## config.mk

```make
export PLATFORM = sky130hd
export DESIGN_NAME = extclk_ratio_div
export DESIGN_NICKNAME = d
export VERILOG_FILES = /design/src/rtl/extclk_pkg.sv /design/src/rtl/extclk_ratio_decode.sv /design/src/rtl/extclk_tick_select.sv /design/src/rtl/extclk_phase_counter.sv /design/src/rtl/extclk_ratio_div.sv
export SDC_FILE = /design/constraint.sdc
export NUM_CORES = 1
export LEC_CHECK = 0
export ABC_AREA = 1
export BUFFER_PORTS_ARGS = -buffer_cell sky130_fd_sc_hd__buf_2
export CAP_MARGIN = 10
export CELL_PAD_IN_SITES_DETAIL_PLACEMENT = 1
export CELL_PAD_IN_SITES_GLOBAL_PLACEMENT = 1
export CORE_MARGIN = 5
export CORE_UTILIZATION = 37
export CTS_CLUSTER_SIZE = 10
export DETAILED_ROUTE_END_ITERATION = 7
export HOLD_SLACK_MARGIN = 0.12
export PLACE_DENSITY = 0.89
export SLEW_MARGIN = 15
export SYNTH_ARGS = -nofsm -noshare
export SYNTH_HDL_FRONTEND = slang
export SYNTH_HIERARCHICAL = 1
export SYNTH_SLANG_ARGS = --single-unit
```

## constraint.sdc

```tcl
create_clock -name clk -period 3.15 [get_ports clk]
set_input_delay 0.1575 -clock clk [delete_from_list [all_inputs] [get_ports clk]]
set_output_delay 0.1575 -clock clk [all_outputs]
set_load 0.05 [all_outputs]
```

## src/rtl/extclk_pkg.sv

```systemverilog
package extclk_pkg;

   typedef enum logic {
      SRC_BASE = 1'b0,
      SRC_ALT  = 1'b1
   } src_sel_e;

   // Two-segment code: unit steps up to fine_last, then steps of two.
   function automatic int unsigned ratio_raw_div(
      input int unsigned code,
      input int unsigned fine_last,
      input int unsigned div_min
   );
      if (code <= fine_last)
         return code + div_min;
      else
         return (code - fine_last) * 2 + fine_last + div_min;
   endfunction

endpackage

```

## src/rtl/extclk_ratio_decode.sv

```systemverilog
module extclk_ratio_decode #(
   parameter int unsigned SEL_W     = 6,
   parameter int unsigned DIV_W     = 7,
   parameter int unsigned FINE_LAST = 6,
   parameter int unsigned DIV_MIN   = 2,
   parameter int unsigned DIV_MAX   = 96
) (
   input  logic [SEL_W-1:0] code_i,
   output logic [DIV_W-1:0] div_o
);
   import extclk_pkg::*;

   localparam int unsigned CODE_TOP = (1 << SEL_W) - 1;
   localparam int unsigned RAW_TOP  = ratio_raw_div(CODE_TOP, FINE_LAST, DIV_MIN);

   if (DIV_MAX >= (1 << DIV_W)) begin : g_chk_w
      $error("DIV_MAX does not fit in DIV_W bits");
   end
   if (DIV_MIN < 2) begin : g_chk_min
      $error("DIV_MIN must be at least 2");
   end

   int unsigned raw;

   always_comb begin
      raw = ratio_raw_div(32'(code_i), FINE_LAST, DIV_MIN);
   end

   if (RAW_TOP > DIV_MAX) begin : g_sat
      always_comb begin
         if (raw > DIV_MAX)
            div_o = DIV_W'(DIV_MAX);
         else
            div_o = DIV_W'(raw);
      end
   end else begin : g_direct
      always_comb begin
         div_o = DIV_W'(raw);
      end
   end

endmodule

```

## src/rtl/extclk_tick_select.sv

```systemverilog
module extclk_tick_select #(
   parameter bit HAS_ALT = 1'b1
) (
   input  extclk_pkg::src_sel_e src_i,
   input  logic                 alt_tick_i,
   output logic                 tick_o
);
   import extclk_pkg::*;

   if (HAS_ALT) begin : g_alt
      always_comb begin
         tick_o = (src_i == SRC_ALT) ? alt_tick_i : 1'b1;
      end
   end else begin : g_base_only
      always_comb begin
         tick_o = 1'b1;
      end
   end

endmodule

```

## src/rtl/extclk_phase_counter.sv

```systemverilog
module extclk_phase_counter #(
   parameter int unsigned DIV_W   = 7,
   parameter int unsigned RST_DIV = 2
) (
   input  logic             clk,
   input  logic             rst_n,
   input  logic             tick_i,
   input  logic [DIV_W-1:0] div_next_i,
   output logic             out_o,
   output logic [DIV_W-1:0] div_act_o
);
   localparam logic [DIV_W-1:0] RST_D   = DIV_W'(RST_DIV);
   localparam logic [DIV_W-1:0] RST_CNT = DIV_W'(RST_DIV - 1);

   if (RST_DIV < 2) begin : g_chk_rst
      $error("RST_DIV must be at least 2");
   end

   logic [DIV_W-1:0] cnt_q;
   logic [DIV_W-1:0] div_q;
   logic             out_q;
   logic             at_end;
   logic [DIV_W-1:0] nxt_cnt;
   logic [DIV_W-1:0] nxt_div;

   always_comb begin
      at_end  = (cnt_q == div_q - 1'b1);
      nxt_div = at_end ? div_next_i : div_q;
      nxt_cnt = at_end ? '0 : cnt_q + 1'b1;
   end

   // Reset parks the counter on the last low tick of a period,
   // so the first tick starts a fresh period with the pending divisor.
   always_ff @(posedge clk) begin
      if (!rst_n) begin
         cnt_q <= RST_CNT;
         div_q <= RST_D;
         out_q <= 1'b0;
      end else if (tick_i) begin
         cnt_q <= nxt_cnt;
         div_q <= nxt_div;
         out_q <= (nxt_cnt < (nxt_div >> 1));
      end
   end

   assign out_o     = out_q;
   assign div_act_o = div_q;

   AST_CNT_BOUND: assert property (@(posedge clk) disable iff (!rst_n)
      cnt_q < div_q);
   AST_DIV_HOLD: assert property (@(posedge clk) disable iff (!rst_n)
      !(tick_i && at_end) |=> $stable(div_q));
   AST_OUT_HOLD: assert property (@(posedge clk) disable iff (!rst_n)
      !tick_i |=> ($stable(out_q) && $stable(cnt_q)));

endmodule

```

## src/rtl/extclk_ratio_div.sv

```systemverilog
module extclk_ratio_div #(
   parameter int unsigned CTRL_W    = 16,
   parameter int unsigned SEL_LSB   = 2,
   parameter int unsigned SEL_W     = 6,
   parameter int unsigned DIV_W     = 7,
   parameter int unsigned FINE_LAST = 6,
   parameter int unsigned DIV_MIN   = 2,
   parameter int unsigned DIV_MAX   = 96,
   parameter bit          HAS_ALT   = 1'b1
) (
   input  logic              clk,
   input  logic              rst_n,
   input  logic              ctrl_wr,
   input  logic              ratio_wr,
   input  logic [CTRL_W-1:0] wr_data,
   input  logic              alt_tick,
   output logic              clk_out,
   output logic [DIV_W-1:0]  div_active,
   output logic [CTRL_W-1:0] ctrl_q
);
   import extclk_pkg::*;

   localparam int unsigned SEL_MSB = SEL_LSB + SEL_W - 1;
   localparam logic [CTRL_W-1:0] SEL_MASK =
      CTRL_W'(((1 << SEL_W) - 1) << SEL_LSB);

   if (SEL_MSB >= CTRL_W) begin : g_chk_field
      $error("ratio field exceeds control word");
   end
   if (SEL_LSB == 0) begin : g_chk_src
      $error("ratio field overlaps source bit");
   end

   logic [CTRL_W-1:0] ctrl_r;
   logic [SEL_W-1:0]  code;
   logic [DIV_W-1:0]  div_next;
   logic              tick;
   src_sel_e          src;

   always_ff @(posedge clk) begin
      if (!rst_n)
         ctrl_r <= '0;
      else if (ctrl_wr)
         ctrl_r <= wr_data;
      else if (ratio_wr)
         ctrl_r <= (ctrl_r & ~SEL_MASK) | (wr_data & SEL_MASK);
   end

   assign code = ctrl_r[SEL_MSB:SEL_LSB];
   assign src  = src_sel_e'(ctrl_r[0]);

   extclk_ratio_decode #(
      .SEL_W(SEL_W), .DIV_W(DIV_W), .FINE_LAST(FINE_LAST),
      .DIV_MIN(DIV_MIN), .DIV_MAX(DIV_MAX)
   ) u_decode (
      .code_i(code),
      .div_o (div_next)
   );

   extclk_tick_select #(.HAS_ALT(HAS_ALT)) u_tick (
      .src_i     (src),
      .alt_tick_i(alt_tick),
      .tick_o    (tick)
   );

   extclk_phase_counter #(.DIV_W(DIV_W), .RST_DIV(DIV_MIN)) u_phase (
      .clk       (clk),
      .rst_n     (rst_n),
      .tick_i    (tick),
      .div_next_i(div_next),
      .out_o     (clk_out),
      .div_act_o (div_active)
   );

   assign ctrl_q = ctrl_r;

   AST_DIV_RANGE: assert property (@(posedge clk) disable iff (!rst_n)
      (div_next >= DIV_W'(DIV_MIN)) && (div_next <= DIV_W'(DIV_MAX))
      && (div_active >= DIV_W'(DIV_MIN)) && (div_active <= DIV_W'(DIV_MAX)));
   AST_UPPER_EVEN: assert property (@(posedge clk) disable iff (!rst_n)
      (code > SEL_W'(FINE_LAST)) |-> !div_next[0]);
   AST_FINE_LIMIT: assert property (@(posedge clk) disable iff (!rst_n)
      (code <= SEL_W'(FINE_LAST)) |-> (div_next <= DIV_W'(FINE_LAST + DIV_MIN)));
   AST_RATIO_KEEP: assert property (@(posedge clk) disable iff (!rst_n)
      (ratio_wr && !ctrl_wr) |=> ((ctrl_r & ~SEL_MASK) == $past(ctrl_r & ~SEL_MASK)));

endmodule

```

Yosys cells after proc, flatten, opt, wreduce, memory -nomap -nowiden
Index checks and enable logic that the tools add are counted.

Add/sub/neg operators: 6. Magnitude comparators: 3. Equal/unequal tests: 1. Muxes and demuxes: 7. Bitwise operators: 1. Reduce and logical (&&, ||, !) cells: 2.

Operators with widths (number): $add 32x2->32 const B (1); $add 32x3->32 const B (1); $gt 32x7->1 const B (1); $mux 16 (2); $mux 32 (1); $mux 7 (3); $or 16x8->16 (1); $add 6x2->7 const B (1); $add 7x1->7 const B (1); $eq 7x7->1 (1); $lt 7x6->1 (1); $sub 6x3->7 const B (1); $sub 7x1->7 const B (1); $le 6x3->1 const B (1); $reduce_and 2->1 (1); $reduce_bool 2->1 (1); $mux 1 (1).

Register bits after elaboration: 31. Input bits: 21. Output and inout bits: 24.

Depth between registers and ports, before layout
Gate-level depths: netlist of run 1.

Depth in word-level cells: 8. Mapped depth: 22. Depth with buffers taken out: 22.

Modules after synthesis
Netlist of run 1, hierarchy kept.

Modules (own cells, without submodules): extclk_phase_counter (instances 1, cells each 188, area each 1137.3 um2); extclk_ratio_div (instances 1, cells each 81, area each 595.6 um2); extclk_ratio_decode (instances 1, cells each 68, area each 372.9 um2); extclk_tick_select (instances 1, cells each 2, area each 7.5 um2).

Least setup slack after synthesis of run 1
OpenSTA, ideal clock, no wires.

Path kind: reg2reg. Start: register u_phase.div_q[0] (netlist: u_phase/div_act_o[0]). End: register u_phase.out_q (netlist: u_phase/out_o). Data arrival time: 2733 ps. Path slack: 351 ps. Cell stages (with the launch flop): 19. Buffers on the path: 1. Period minus slack after synthesis: 2799 ps. Path through: dfxtp_1 inv_1 ha_1 inv_1 nand2_1 nand2_1 nor2_1 nand3_1 nor2_2 nand2_4 clkbuf_1 nand2_1 o21ai_0 ha_1 a21oi_1 nand3_1 nor2_1 nand2_1 a21oi_2.

Word-level cells in the longest chain between the ends: 4. Elaborated cells between the ends (all ways): 5. Classes of those cells: add/sub (1); order compare (1); eq/ne (1); mux (2).

RTL lines: start: declaration (line extclk_phase_counter.sv:20) `logic [DIV_W-1:0] div_q;`; start signal: assignment (line extclk_phase_counter.sv:41) `div_q <= nxt_div;`; $sub 7x1->7 (*) (line extclk_phase_counter.sv:27) `at_end = (cnt_q == div_q - 1'b1);`; $eq 7x7->1 (*) (line extclk_phase_counter.sv:27); $mux 7, on equally long branches (line extclk_phase_counter.sv:29, extclk_phase_counter.sv:28); $lt 7x6->1 (*) (line extclk_phase_counter.sv:42) `out_q <= (nxt_cnt < (nxt_div >> 1));`; end signal: assignment (line extclk_phase_counter.sv:42); end: declaration (line extclk_phase_counter.sv:21) `logic out_q;`.

Every way passes the cells marked *; elsewhere a longest branch is shown, timed or not. A chain may end at the register's enable or synchronous reset.

Worst setup path in the final report of run 1
Start: register ctrl_r[3] (netlist: ctrl_q[3]). End: register u_phase.out_q (netlist: u_phase/out_o).

Word-level cells in the longest chain between the ends: 8. Elaborated cells between the ends (all ways): 10. Classes of those cells: add/sub (4); order compare (3); mux (3).

RTL lines: start: declaration (line extclk_ratio_div.sv:34) `logic [CTRL_W-1:0] ctrl_r;`; start signal: assignment (line extclk_ratio_div.sv:44) `ctrl_r <= wr_data;`; start signal: assignment (line extclk_ratio_div.sv:46) `ctrl_r <= (ctrl_r & ~SEL_MASK) | (wr_data & SEL_MASK);`; $sub 6x3->7 (line extclk_pkg.sv:17) `return (code - fine_last) * 2 + fine_last + div_min;`; $add 32x3->32 (line extclk_pkg.sv:17); $add 32x2->32 (line extclk_pkg.sv:17); $mux 32 (*) (line extclk_pkg.sv:14) `if (code <= fine_last)`; $gt 32x7->1 (line extclk_ratio_decode.sv:31) `if (raw > DIV_MAX)`; $mux 7 (*) (line extclk_ratio_decode.sv:31); named net div_next[6] (line extclk_ratio_div.sv:36) `logic [DIV_W-1:0] div_next;`; $mux 7 (*) (line extclk_phase_counter.sv:28) `nxt_div = at_end ? div_next_i : div_q;`; $lt 7x6->1 (*) (line extclk_phase_counter.sv:42).

Mark *: on every way through the listed nets, which the timed path passes. The rest lies on a longest branch.

==> flow_metrics.env, run 1 <==
export IMPL_viasPerCell=4.83
export IMPL_fin_crit_sh_pct=85.9
export IMPL_fmax_mhz=369
export IMPL_multi_input_comb_area_um2=1240
export IMPL_relSlewSlack_pct=65.5
export IMPL_end_kind="register"
export IMPL_drt_total_wl_um=6080
export IMPL_synth_edf_count=0
export IMPL_drive_above_1_share_pct=20.1
export IMPL_worstSetupEndpoint="u_phase/out_o"
export IMPL_port_buffers=44
export IMPL_die_area_um2=7320
export IMPL_reg2regPathDepth=19
export IMPL_n_antenna_cell=0
export IMPL_setup_tns_ns=0
export IMPL_worstSetupPathType="register to register"
export IMPL_synthCells=339
export IMPL_cp_slowest_stage_delay_ns=0.34
export IMPL_synth_warnings=6
export IMPL_cts_made_buffers=5
export IMPL_htreeDepth=2
export IMPL_gp_congestion=0.783
export IMPL_fp_row_count=27
export IMPL_core_um2=5540
export IMPL_synth_seq_area_share_pct=29.4
export IMPL_clock_sinks=31
export IMPL_drt_pass1_iterations=4
export IMPL_track_usage_pct=18.2
export IMPL_fin_nets=427
export IMPL_regToRegSetupSlack_ns=0.44
export IMPL_drt_antenna_violating_nets=0
export IMPL_ctsRootBufferMaster="clkbuf_8"
export IMPL_post_dp_cell_area_um2=2370
export IMPL_drtIter0Drc=105
export IMPL_place_hpwl_um=4550
export IMPL_syn_avg_cell_area_um2=6.23
export IMPL_synthTopCellsByArea="dfxtp_1 (29%), nand2_1 (16%), nor2_1 (10%)"
export IMPL_max_vdd_ir_drop_mv=0.387
export IMPL_clk_path_buf_depth=2
export IMPL_die_y_um=85.6
export IMPL_path_clk_slew_ns=0.07
export IMPL_fin_crit_ns=2.71
export IMPL_drc=0
export IMPL_seqCellArea_um2=621
export IMPL_antenna_found_initial=0
export IMPL_synth_top_cell_area_share_pct=29.4
export IMPL_stdcell_area_um2=2630
export IMPL_vias=2268
export IMPL_hold_viol=0
export IMPL_crit_fanout=5
export IMPL_holdBufCountCts=14
export IMPL_reg2reg_from="ctrl_q[3]"
export IMPL_status="finished, final reports clean"
export IMPL_ys_ff_latch=31
export IMPL_grt_max_degree=30
export IMPL_wl_per_cell_um=12.9
export IMPL_rsz0062_at_grt="no"
export IMPL_yosysUniqueCellTypes=30
export IMPL_fillerInstances=760
export IMPL_ios=45
export IMPL_p_leak_uw=0.00145
export IMPL_maxCapViolations=0
export IMPL_postCtsSetupRepairBufs=0
export IMPL_powerDensity_nw_per_um2=844
export IMPL_cts_resized=0
export IMPL_clock_skew_ns=0.00728
export IMPL_synth_net_count=369
export IMPL_cp_arrival_ns=2.93
export IMPL_tightestPinTransition_ns=0.518
export IMPL_crit_top_cell="nand2_1"
export IMPL_startpoint_type="register"
export IMPL_die_w_um=85.6
export IMPL_cp_slowest_cell="dfxtp_1"
export IMPL_cp_startpoint="ctrl_q[3]"
export IMPL_synthFlopType="dfxtp_1"
export IMPL_syn_to_final_growth_pct=24.5
export IMPL_required_ns=3.38
export IMPL_yosys_area_top_type="dfxtp_1"
export IMPL_syn_area_um2=2110
export IMPL_overflow=0
export IMPL_async_reset_ff_share_pct=0
export IMPL_regToRegEndpoint="u_phase/out_o"
export IMPL_clk_latency_ns=0.29
export IMPL_grt_first_pass_wirelength_um=11000
export IMPL_cts_tree="yes"
export IMPL_grt_pass1_vias=2464
export IMPL_setup_viol=0
export IMPL_slew_viol_final=0
export IMPL_hold_class="input pin to register"
export IMPL_crit_chain="ha_1 > inv_1 > nand2_1 > nand2_1 > inv_1 > ha_1 > nand3_1 > nand2_1 > inv_1 > nand3_2 > nand2_2 > nand3_1 > o21ai_0 > ha_1 > a21oi_1 > nand3_1 > nor2_1 > nand2_1 > a21oi_2"
export IMPL_start_util_pct=38.1
cells in the mapped netlist (2+ instances only):
cell type,n
nand3b_1,4
o21ai_1,2
nor2_1,59
o211ai_1,2
ha_1,9
a211oi_1,2
dfxtp_1,31
o21ai_2,2
nand3_1,18
nor2_2,5
nand3_2,3
nand2_1,90
buf_6,3
a21oi_1,10
inv_1,47
a21oi_2,2
clkbuf_1,3
o21ai_0,22
xor2_1,4
inv_2,4
nand2_2,7
nand2_4,2
metrics by stage:
| stage | std cells | util (%) | total power, uW | worst slack (ns) | hold WS [ns] |
|---|---|---|---|---|---|
| floorplan | 339 | - | 1550 | 0.351 | 0.292 |
| global placement | 448 | 42.8 | 1750 | 0.534 | 0.378 |
| detailed placement | 448 | 42.8 | 1810 | 0.441 | 0.385 |
| CTS | 470 | 47.5 | 2240 | 0.415 | 0.130 |
| global route | 470 | 47.5 | 2450 | 0.102 | 0.148 |
| finish | 470 | 47.5 | 2220 | 0.443 | 0.120 |
critical path, delay by kind of cell, from the launching register on:
kind / cells / cell delay (ns)
flops: 1 / 0.34
simple gates: 10 / 0.85
fa+ha+maj: 3 / 0.77
compound gates: 3 / 0.42
buf+inv: 3 / 0.26
routing by layer:
layer | vias up | global-route usage (%) | wire length (um)
li1 | 1164 | - | -
met1 | 1047 | 21.4 | 2710
met2 | 47 | 32.9 | 2980
met3 | 10 | 3.65 | 274
met4 | 0 | 6.19 | 102
met5 | - | 0 | 0
area by class of cell:
type	instances	area share, %
Multi-Input combinational cell	248	47.2
Clock inverter	2	1.33
Inverter	53	7.66
Tap cell	72	3.42
Clock buffer	6	3.14
Sequential cell	31	23.6
Timing Repair Buffer	58	13.7
cell families after synthesis:
group | Yosys count | share of synthesized area (%)
DFF | 31 | 29.4
AOI/OAI and AO/OA | 44 | 11.8
buffers and inverters | 60 | 11.9
adders and majority gates | 9 | 5.33
xor gates and xnor gates | 5 | 2.07
and+or+nand+nor | 190 | 39.5
registers in the layout, indices dropped and copies added, names as in the netlist:
signal / count
u_phase/out_o: 1
u_phase/cnt_q: 7
u_phase/div_act_o: 7
ctrl_q: 16
worst min-delay path by stage:
stage	startpoint	to	cells past startpoint
2_1_floorplan	wr_data[0]	ctrl_q[0]	2
3_3_place_gp	wr_data[0]	ctrl_q[0]	3
3_5_place_dp	wr_data[3]	ctrl_q[3]	3
4_1_cts	wr_data[14]	ctrl_q[14]	3
5_1_grt	wr_data[14]	ctrl_q[14]	3
6_report	wr_data[14]	ctrl_q[14]	3
placed cells by master (no fill, tap or decap):
cell | netlist | final
a211oi_1 | 2 | 2
a21oi_2 | 2 | 2
inv_1 | 47 | 47
nor2_2 | 5 | 5
o211ai_1 | 2 | 2
bufinv_16 | 0 | 1
nor2_4 | 1 | 1
nand3_4 | 1 | 1
nor2_1 | 59 | 59
inv_2 | 4 | 4
nand2_4 | 2 | 2
clkinv_2 | 0 | 1
inv_4 | 1 | 1
dlygate4sd3_1 | 0 | 14
xnor2_1 | 1 | 1
nand3_2 | 3 | 3
a21oi_1 | 10 | 10
o21ai_0 | 22 | 22
o22ai_1 | 1 | 1
nand2_2 | 7 | 7
ha_1 | 9 | 9
a21boi_1 | 1 | 1
o21ai_1 | 2 | 2
nand3_1 | 18 | 18
clkbuf_8 | 0 | 6
o21ai_2 | 2 | 2
nand2_1 | 90 | 90
clkinv_1 | 1 | 1
xor2_1 | 4 | 4
buf_2 | 1 | 44
nand3b_1 | 4 | 4
dfxtp_1 | 31 | 31
power by group:
part           leakage, uW  switching (uW)  internal [uW]  total, uW
logic              0.00113             846            409       1250
clock network    0.0000612             160            256        416
registers         0.000256            83.6            466        550
No activity file was read; power rests on OpenSTA's default activity.
==> inputs of run 2 (changes only) <==
--- a/config.mk
+++ b/config.mk
@@ -5,13 +5,13 @@
 export SDC_FILE = /design/constraint.sdc
 export NUM_CORES = 1
 export LEC_CHECK = 0
-export ABC_AREA = 1
+export ABC_AREA = 0
 export BUFFER_PORTS_ARGS = -buffer_cell sky130_fd_sc_hd__buf_2
 export CAP_MARGIN = 10
 export CELL_PAD_IN_SITES_DETAIL_PLACEMENT = 1
 export CELL_PAD_IN_SITES_GLOBAL_PLACEMENT = 1
 export CORE_MARGIN = 5
-export CORE_UTILIZATION = 37
+export CORE_UTILIZATION = 41
 export CTS_CLUSTER_SIZE = 10
 export DETAILED_ROUTE_END_ITERATION = 7
 export HOLD_SLACK_MARGIN = 0.12
==> constraint.sdc (replaced) <==
create_clock -name clk -period 3.15 [get_ports clk]
set_input_delay 0.1575 -clock clk [delete_from_list [all_inputs] [get_ports clk]]
set_output_delay 0.1575 -clock clk [all_outputs]
set_load 0.02 [all_outputs]
==> run 2 against run 1 <==
- the flow now finishes with violations (negative setup slack)
- first-iteration DRC count fell by 48%
- clock skew fell by 0.0012 ns
- global-route usage rose by 0.48 points
- synthesized cell count fell by 27%
- combinational power rose by 24%
- die area fell by 5.2%
- critical path depth fell by 4
- sequential share of layout area fell by 0.76 points
- clock power fell by 6.5%
- maximum frequency fell by 15%
- worst hold slack improved by 0.0046 ns
- area after synthesis rose by 4.3%
==> flow_metrics.env, run 2 <==
export IMPL_status="finished with violations"
export IMPL_violations="negative setup slack"
export IMPL_rsz0062_at_grt="yes"
export IMPL_ios=45
export IMPL_max_vdd_ir_drop_mv=0.316
export IMPL_maxCapViolations=0
export IMPL_track_usage_pct=18.7
export IMPL_busiest_layer="met2"
export IMPL_relSlewSlack_pct=22.8
export IMPL_grt_util_met2_pct=35.0
export IMPL_end_kind="register"
export IMPL_die_y_um=83.3
export IMPL_vias=2038
export IMPL_cts_made_buffers=5
export IMPL_n_antenna_cell=0
export IMPL_yosys_top_cells_count="dfxtp_1 (31), mux2i_1 (24), nand2_1 (23), nor2b_1 (16), nor2_1 (11)"
export IMPL_fillerInstances=623
export IMPL_tightestPinTransition_ns=1.16
export IMPL_synth_net_count=277
export IMPL_grt_max_degree=51
export IMPL_synth_seq_area_share_pct=28.2
export IMPL_synthCells=247
export IMPL_grt_pass1_vias=2238
export IMPL_largest_reg_flops=16
export IMPL_hold_viol=0
export IMPL_ctsRootBufferMaster="clkbuf_8"
export IMPL_drt_total_wl_um=6360
export IMPL_grt_met1_usage_pct=20.1
export IMPL_place_hpwl_um=4680
export IMPL_fin_nets=327
export IMPL_overflow=0
export IMPL_clock_skew_ns=0.00612
export IMPL_core_um2=5170
export IMPL_power_uw=2480
export IMPL_htreeDepth=2
export IMPL_wl_per_cell_um=17.3
export IMPL_cts_tree="yes"
export IMPL_die_area_um2=6940
export IMPL_required_ns=3.36
export IMPL_viasPerCell=5.54
export IMPL_syn_area_um2=2200
export IMPL_fin_crit_ns=3.20
export IMPL_fmax_mhz=312
export IMPL_drive_above_1_share_pct=32.2
export IMPL_final_cell_mix="buf_2 (44), dfxtp_1 (29), mux2i_1 (24)"
export IMPL_p_leak_uw=0.00117
export IMPL_drt_antenna_violating_nets=0
export IMPL_ys_ff_latch=31
export IMPL_async_reset_ff_share_pct=0
export IMPL_final_util_pct=53.2
export IMPL_drc=0
export IMPL_worst_slack_ns=-0.0503
export IMPL_slew_viol_final=0
export IMPL_setup_viol=1
export IMPL_cp_arrival_ns=3.41
export IMPL_drtIter0Drc=55
export IMPL_clk_path_buf_depth=2
export IMPL_yosysUniqueCellTypes=55
export IMPL_setup_tns_ns=-0.0503
export IMPL_synth_top_cell_area_share_pct=28.2
export IMPL_gp_congestion=0.831
export IMPL_crit_fanout=3
export IMPL_start_util_pct=42.6
export IMPL_fp_row_count=26
export IMPL_synthTopCellsByArea="dfxtp_1 (28%), mux2i_1 (11%), ha_1 (5.1%)"
export IMPL_port_buffers=44
export IMPL_grt_first_pass_wirelength_um=10800
export IMPL_synth_most_common_cell="dfxtp_1"
export IMPL_die_w_um=83.3
export IMPL_mostFrequentLayoutCell="buf_2"
export IMPL_hold_class="input pin to register"
export IMPL_clk_latency_ns=0.29
export IMPL_yosys_area_top_type="dfxtp_1"
export IMPL_powerDensity_nw_per_um2=902
export IMPL_clock_sinks=31
export IMPL_synthFlopType="dfxtp_1"
export IMPL_syn_to_final_growth_pct=24.9
export IMPL_met3_usage_pct=4.26
export IMPL_drt_pass1_iterations=4
export IMPL_synth_warnings=6
export IMPL_fin_crit_sh_pct=102
export IMPL_worstSetupPathType="register to register"
export IMPL_path_clk_slew_ns=0.07
export IMPL_synth_edf_count=0
export IMPL_syn_avg_cell_area_um2=8.92
export IMPL_antenna_found_initial=0
export IMPL_startpoint_type="register"
-- run 2: cell count changes after synthesis, sizes merged, moves of 5 or more --
| cell | change |
|---|---|
| clkbuf | +5 |
| inv | -46 |
| mux2i | +24 |
| nand2 | -76 |
| nand2b | +7 |
| nand3 | -17 |
| nor2 | -54 |
| nor2b | +16 |
| nor3 | +6 |
| o21ai | -15 |
| xnor2 | +8 |
-- run 2: worst max-delay path, cell delays in order (launching register included) --
cell and delay (ns):
dfxtp_4 0.36, ha_4 0.17, xnor2_2 0.13, ha_2 0.21, xor2_2 0.16, xnor2_1 0.16, or3_4 0.39, nor3_4 0.21
nor3_2 0.07, mux2i_1 0.16, ha_1 0.27, a21boi_1 0.15, o21a_1 0.20, o21ai_2 0.14, nand2b_1 0.11, a311oi_2 0.23
-- run 2: cell type report --
type,count,area (um2),share of cell area (%)
Multi-Input combinational cell,195,1580,57.3
Sequential cell,31,628,22.8
Timing Repair Buffer,58,325,11.8
Clock buffer,7,108,3.91
Tap cell,70,87.6,3.18
Inverter,6,22.5,0.819
Clock inverter,1,5.00,0.182
-- run 2: layer usage --
layer	routed length, um	vias up	part of all wire, %
met2	3300	54	52
met4	193	0	3.0
met5	0	-	0
met3	302	17	4.7
li1	-	987	-
met1	2560	980	40
-- run 2: worst paths after layout --
| path | start | end | slack, ns | cells past startpoint |
|---|---|---|---|---|
| worst max-delay path | ctrl_q[3] | u_phase/out_o | -0.05 | 15 |
| worst min-delay path | wr_data[3] | ctrl_q[3] | 0.12 | 3 |
| worst max register to register | ctrl_q[3] | u_phase/out_o | -0.05 | 15 |
| worst min register to register | u_phase/div_act_o[6] | u_phase/div_act_o[6] | 0.52 | 2 |
-- run 2: logic make-up (layout without fill, tap and decap cells) --
| logic type | after synthesis | after routing | share of synthesized area, % |
|---|---|---|---|
| buffers and inverters | 21 | 72 | 5.34 |
| and+or+nand+nor | 96 | 96 | 27.3 |
| DFF | 31 | 31 | 28.2 |
| adders and majority gates | 9 | 9 | 5.11 |
| AOI/OAI and AO/OA | 51 | 51 | 16.9 |
| xor gates and xnor gates | 15 | 15 | 6.30 |
| muxes | 24 | 24 | 10.9 |
-- run 2: where the power goes --
part / total [uW] / internal, uW / switching [uW] / leakage (uW)
sequential: 547 / 456 / 90.9 / 0.000256
clock: 389 / 224 / 165 / 0.0000594
combinational: 1550 / 690 / 856 / 0.000853
-- run 2: stage by stage --
step           setup WS, ns  hold WS, ns  instances  cell area [um2]
2_1_floorplan        0.0176        0.288        247             2220
3_3_place_gp       -0.00108        0.407        357             2510
5_1_grt              -0.245        0.127        368             2750
3_5_place_dp         -0.286        0.422        357             2510
6_report            -0.0503        0.125        368             2750
4_1_cts              0.0109        0.122        368             2750
-- run 2: what timing repair did --
action / in CTS / in global routing
hold buffers: 0 / 0
buffers inserted: 3 / 0
endpoints found under the setup margin: 1 / 1
pin swaps: 8 / 0
gates resized for setup: 18 / 1
==> inputs of run 3 (changes only) <==
--- a/config.mk
+++ b/config.mk
@@ -6,7 +6,7 @@
 export NUM_CORES = 1
 export LEC_CHECK = 0
 export ABC_AREA = 0
-export BUFFER_PORTS_ARGS = -buffer_cell sky130_fd_sc_hd__buf_2
+export BUFFER_PORTS_ARGS = -buffer_cell sky130_fd_sc_hd__buf_4
 export CAP_MARGIN = 10
 export CELL_PAD_IN_SITES_DETAIL_PLACEMENT = 1
 export CELL_PAD_IN_SITES_GLOBAL_PLACEMENT = 1
==> run 3 against run 2 <==
- the flow now finishes without violations
- core utilization up 2.1 points
- sequential cell count unchanged
- cell area up 3.9%
- critical endpoint unchanged
- largest power group unchanged
- highest routed layer unchanged
==> flow_metrics.env, run 3 (synthesized netlist as in run 2, its figures left out) <==
export IMPL_status="finished, final reports clean"
export IMPL_clock_skew_ns=0.00522
export IMPL_place_hpwl_um=4530
export IMPL_gp_congestion=0.852
export IMPL_die_y_um=83.3
export IMPL_path_clk_slew_ns=0.07
export IMPL_setup_tns_ns=0
export IMPL_drc=0
export IMPL_cts_made_buffers=5
export IMPL_core_um2=5170
export IMPL_die_area_um2=6940
export IMPL_fmax_mhz=323
export IMPL_overflow=0
export IMPL_fin_nets=330
export IMPL_final_util_pct=55.3
export IMPL_grt_pass1_vias=2182
export IMPL_track_usage_pct=17.9
export IMPL_rsz0062_at_grt="yes"
export IMPL_ios=45
export IMPL_syn_to_final_growth_pct=29.8
export IMPL_regToRegEndpoint="u_phase/out_o"
export IMPL_drt_antenna_violating_nets=0
export IMPL_drt_pass1_iterations=4
export IMPL_ctsRootBufferMaster="clkbuf_8"
export IMPL_cp_startpoint="ctrl_q[3]"
export IMPL_grt_max_degree=51
export IMPL_hold_viol=0
export IMPL_p_leak_uw=0.00120
export IMPL_cts_tree="yes"
export IMPL_end_kind="register"
export IMPL_vias=2046
export IMPL_relSlewSlack_pct=24.6
export IMPL_clk_path_buf_depth=2
export IMPL_reg2reg_from="ctrl_q[3]"
export IMPL_worstSetupEndpoint="u_phase/out_o"
export IMPL_largest_reg_flops=16
export IMPL_max_vdd_ir_drop_mv=0.311
export IMPL_maxCapViolations=0
export IMPL_post_dp_cell_area_um2=2640
export IMPL_wl_per_cell_um=16.6
export IMPL_mostFrequentLayoutCell="buf_4"
export IMPL_die_w_um=83.3
export IMPL_fp_row_count=26
export IMPL_tightestPinTransition_ns=1.13
export IMPL_clock_sinks=31
export IMPL_fin_crit_ns=3.10
export IMPL_hold_class="input pin to register"
export IMPL_setup_viol=0
export IMPL_fin_crit_sh_pct=98.4
export IMPL_drtIter0Drc=54
export IMPL_cp_arrival_ns=3.30
export IMPL_regToRegSetupSlack_ns=0.05
export IMPL_crit_fanout=4
export IMPL_worstSetupPathType="register to register"
export IMPL_final_cell_mix="buf_4 (60), dfxtp_1 (27), mux2i_1 (24)"
export IMPL_placedCellCount=359
export IMPL_port_buffers=44
export IMPL_required_ns=3.35
export IMPL_antenna_found_initial=0
export IMPL_powerDensity_nw_per_um2=858
export IMPL_slew_viol_final=0
export IMPL_drive_above_1_share_pct=32.9
export IMPL_clk_latency_ns=0.28
export IMPL_viasPerCell=5.51
export IMPL_grt_first_pass_wirelength_um=10400
export IMPL_startpoint_type="register"
export IMPL_stdcell_area_um2=2860
export IMPL_start_util_pct=42.6
export IMPL_reg2regPathDepth=15
export IMPL_n_antenna_cell=0
export IMPL_finalNonFillerCells=371
export IMPL_drt_total_wl_um=6140
export IMPL_htreeDepth=2
## run 3: critical path: stages (launching register included)
cell      delay (ns)
dfxtp_4         0.35
ha_4            0.17
xnor2_2         0.13
ha_2            0.21
xor2_2          0.16
xnor2_2         0.16
or3_4           0.35
nor3_4          0.26
nor3_2          0.08
mux2i_1         0.16
ha_1            0.26
nor2b_1         0.14
o21a_1          0.21
o21ai_2         0.15
nor4_2          0.06
a311oi_2        0.18
## run 3: final cells by class
class / instances / area, um2
timing repair buffer: 61 / 462
clock buffer: 7 / 96.3
fill: 605 / 2310
inverter: 6 / 22.5
clock inverter: 1 / 7.51
multi-input combinational: 195 / 1550
sequential: 31 / 631
tap: 70 / 87.6
## run 3: report_power, final
part | leakage (uW) | switching, uW | internal, uW | total, uW
clock | 0.0000505 | 158 | 199 | 357
sequential | 0.000256 | 88.9 | 457 | 546
combinational | 0.000890 | 812 | 738 | 1550
total | 0.00120 | 1060 | 1390 | 2450
## run 3: routing by layer
metal / vias up / global-route usage [%] / part of all wire (%)
met5: - / 0 / 0
met4: 0 / 5.20 / 1.6
met3: 10 / 5.05 / 4.9
met2: 46 / 32.1 / 52
met1: 992 / 20.5 / 42
li1: 998 / - / -
## run 3: how the worst min path moves through the flow
| stage | cells after the start | endpoint | startpoint |
|---|---|---|---|
| 5_1_grt | 3 | ctrl_q[15] | wr_data[15] |
| 3_5_place_dp | 3 | ctrl_q[10] | wr_data[10] |
| 6_report | 3 | ctrl_q[1] | wr_data[1] |
| 3_3_place_gp | 3 | ctrl_q[2] | wr_data[2] |
| 4_1_cts | 3 | ctrl_q[1] | wr_data[1] |
| 2_1_floorplan | 2 | ctrl_q[3] | rst_n |
## run 3: timing repair
action,CTS,global route
pin swaps,1,7
buffers inserted,0,4
endpoints found under the setup margin,1,1
gates cloned,0,0
hold buffers,0,0
gates resized for setup,6,11
## run 3: stage by stage
| stage | power [uW] | hold WS [ns] | setup slack, ns |
|---|---|---|---|
| after floorplan | 1550 | 0.288 | 0.0176 |
| after global placement | 1880 | 0.409 | 0.0702 |
| after detailed placement | 1940 | 0.428 | -0.0590 |
| after CTS | 2330 | 0.126 | 0.0521 |
| after global routing | 2620 | 0.140 | -0.100 |
| final | 2450 | 0.134 | 0.0494 |
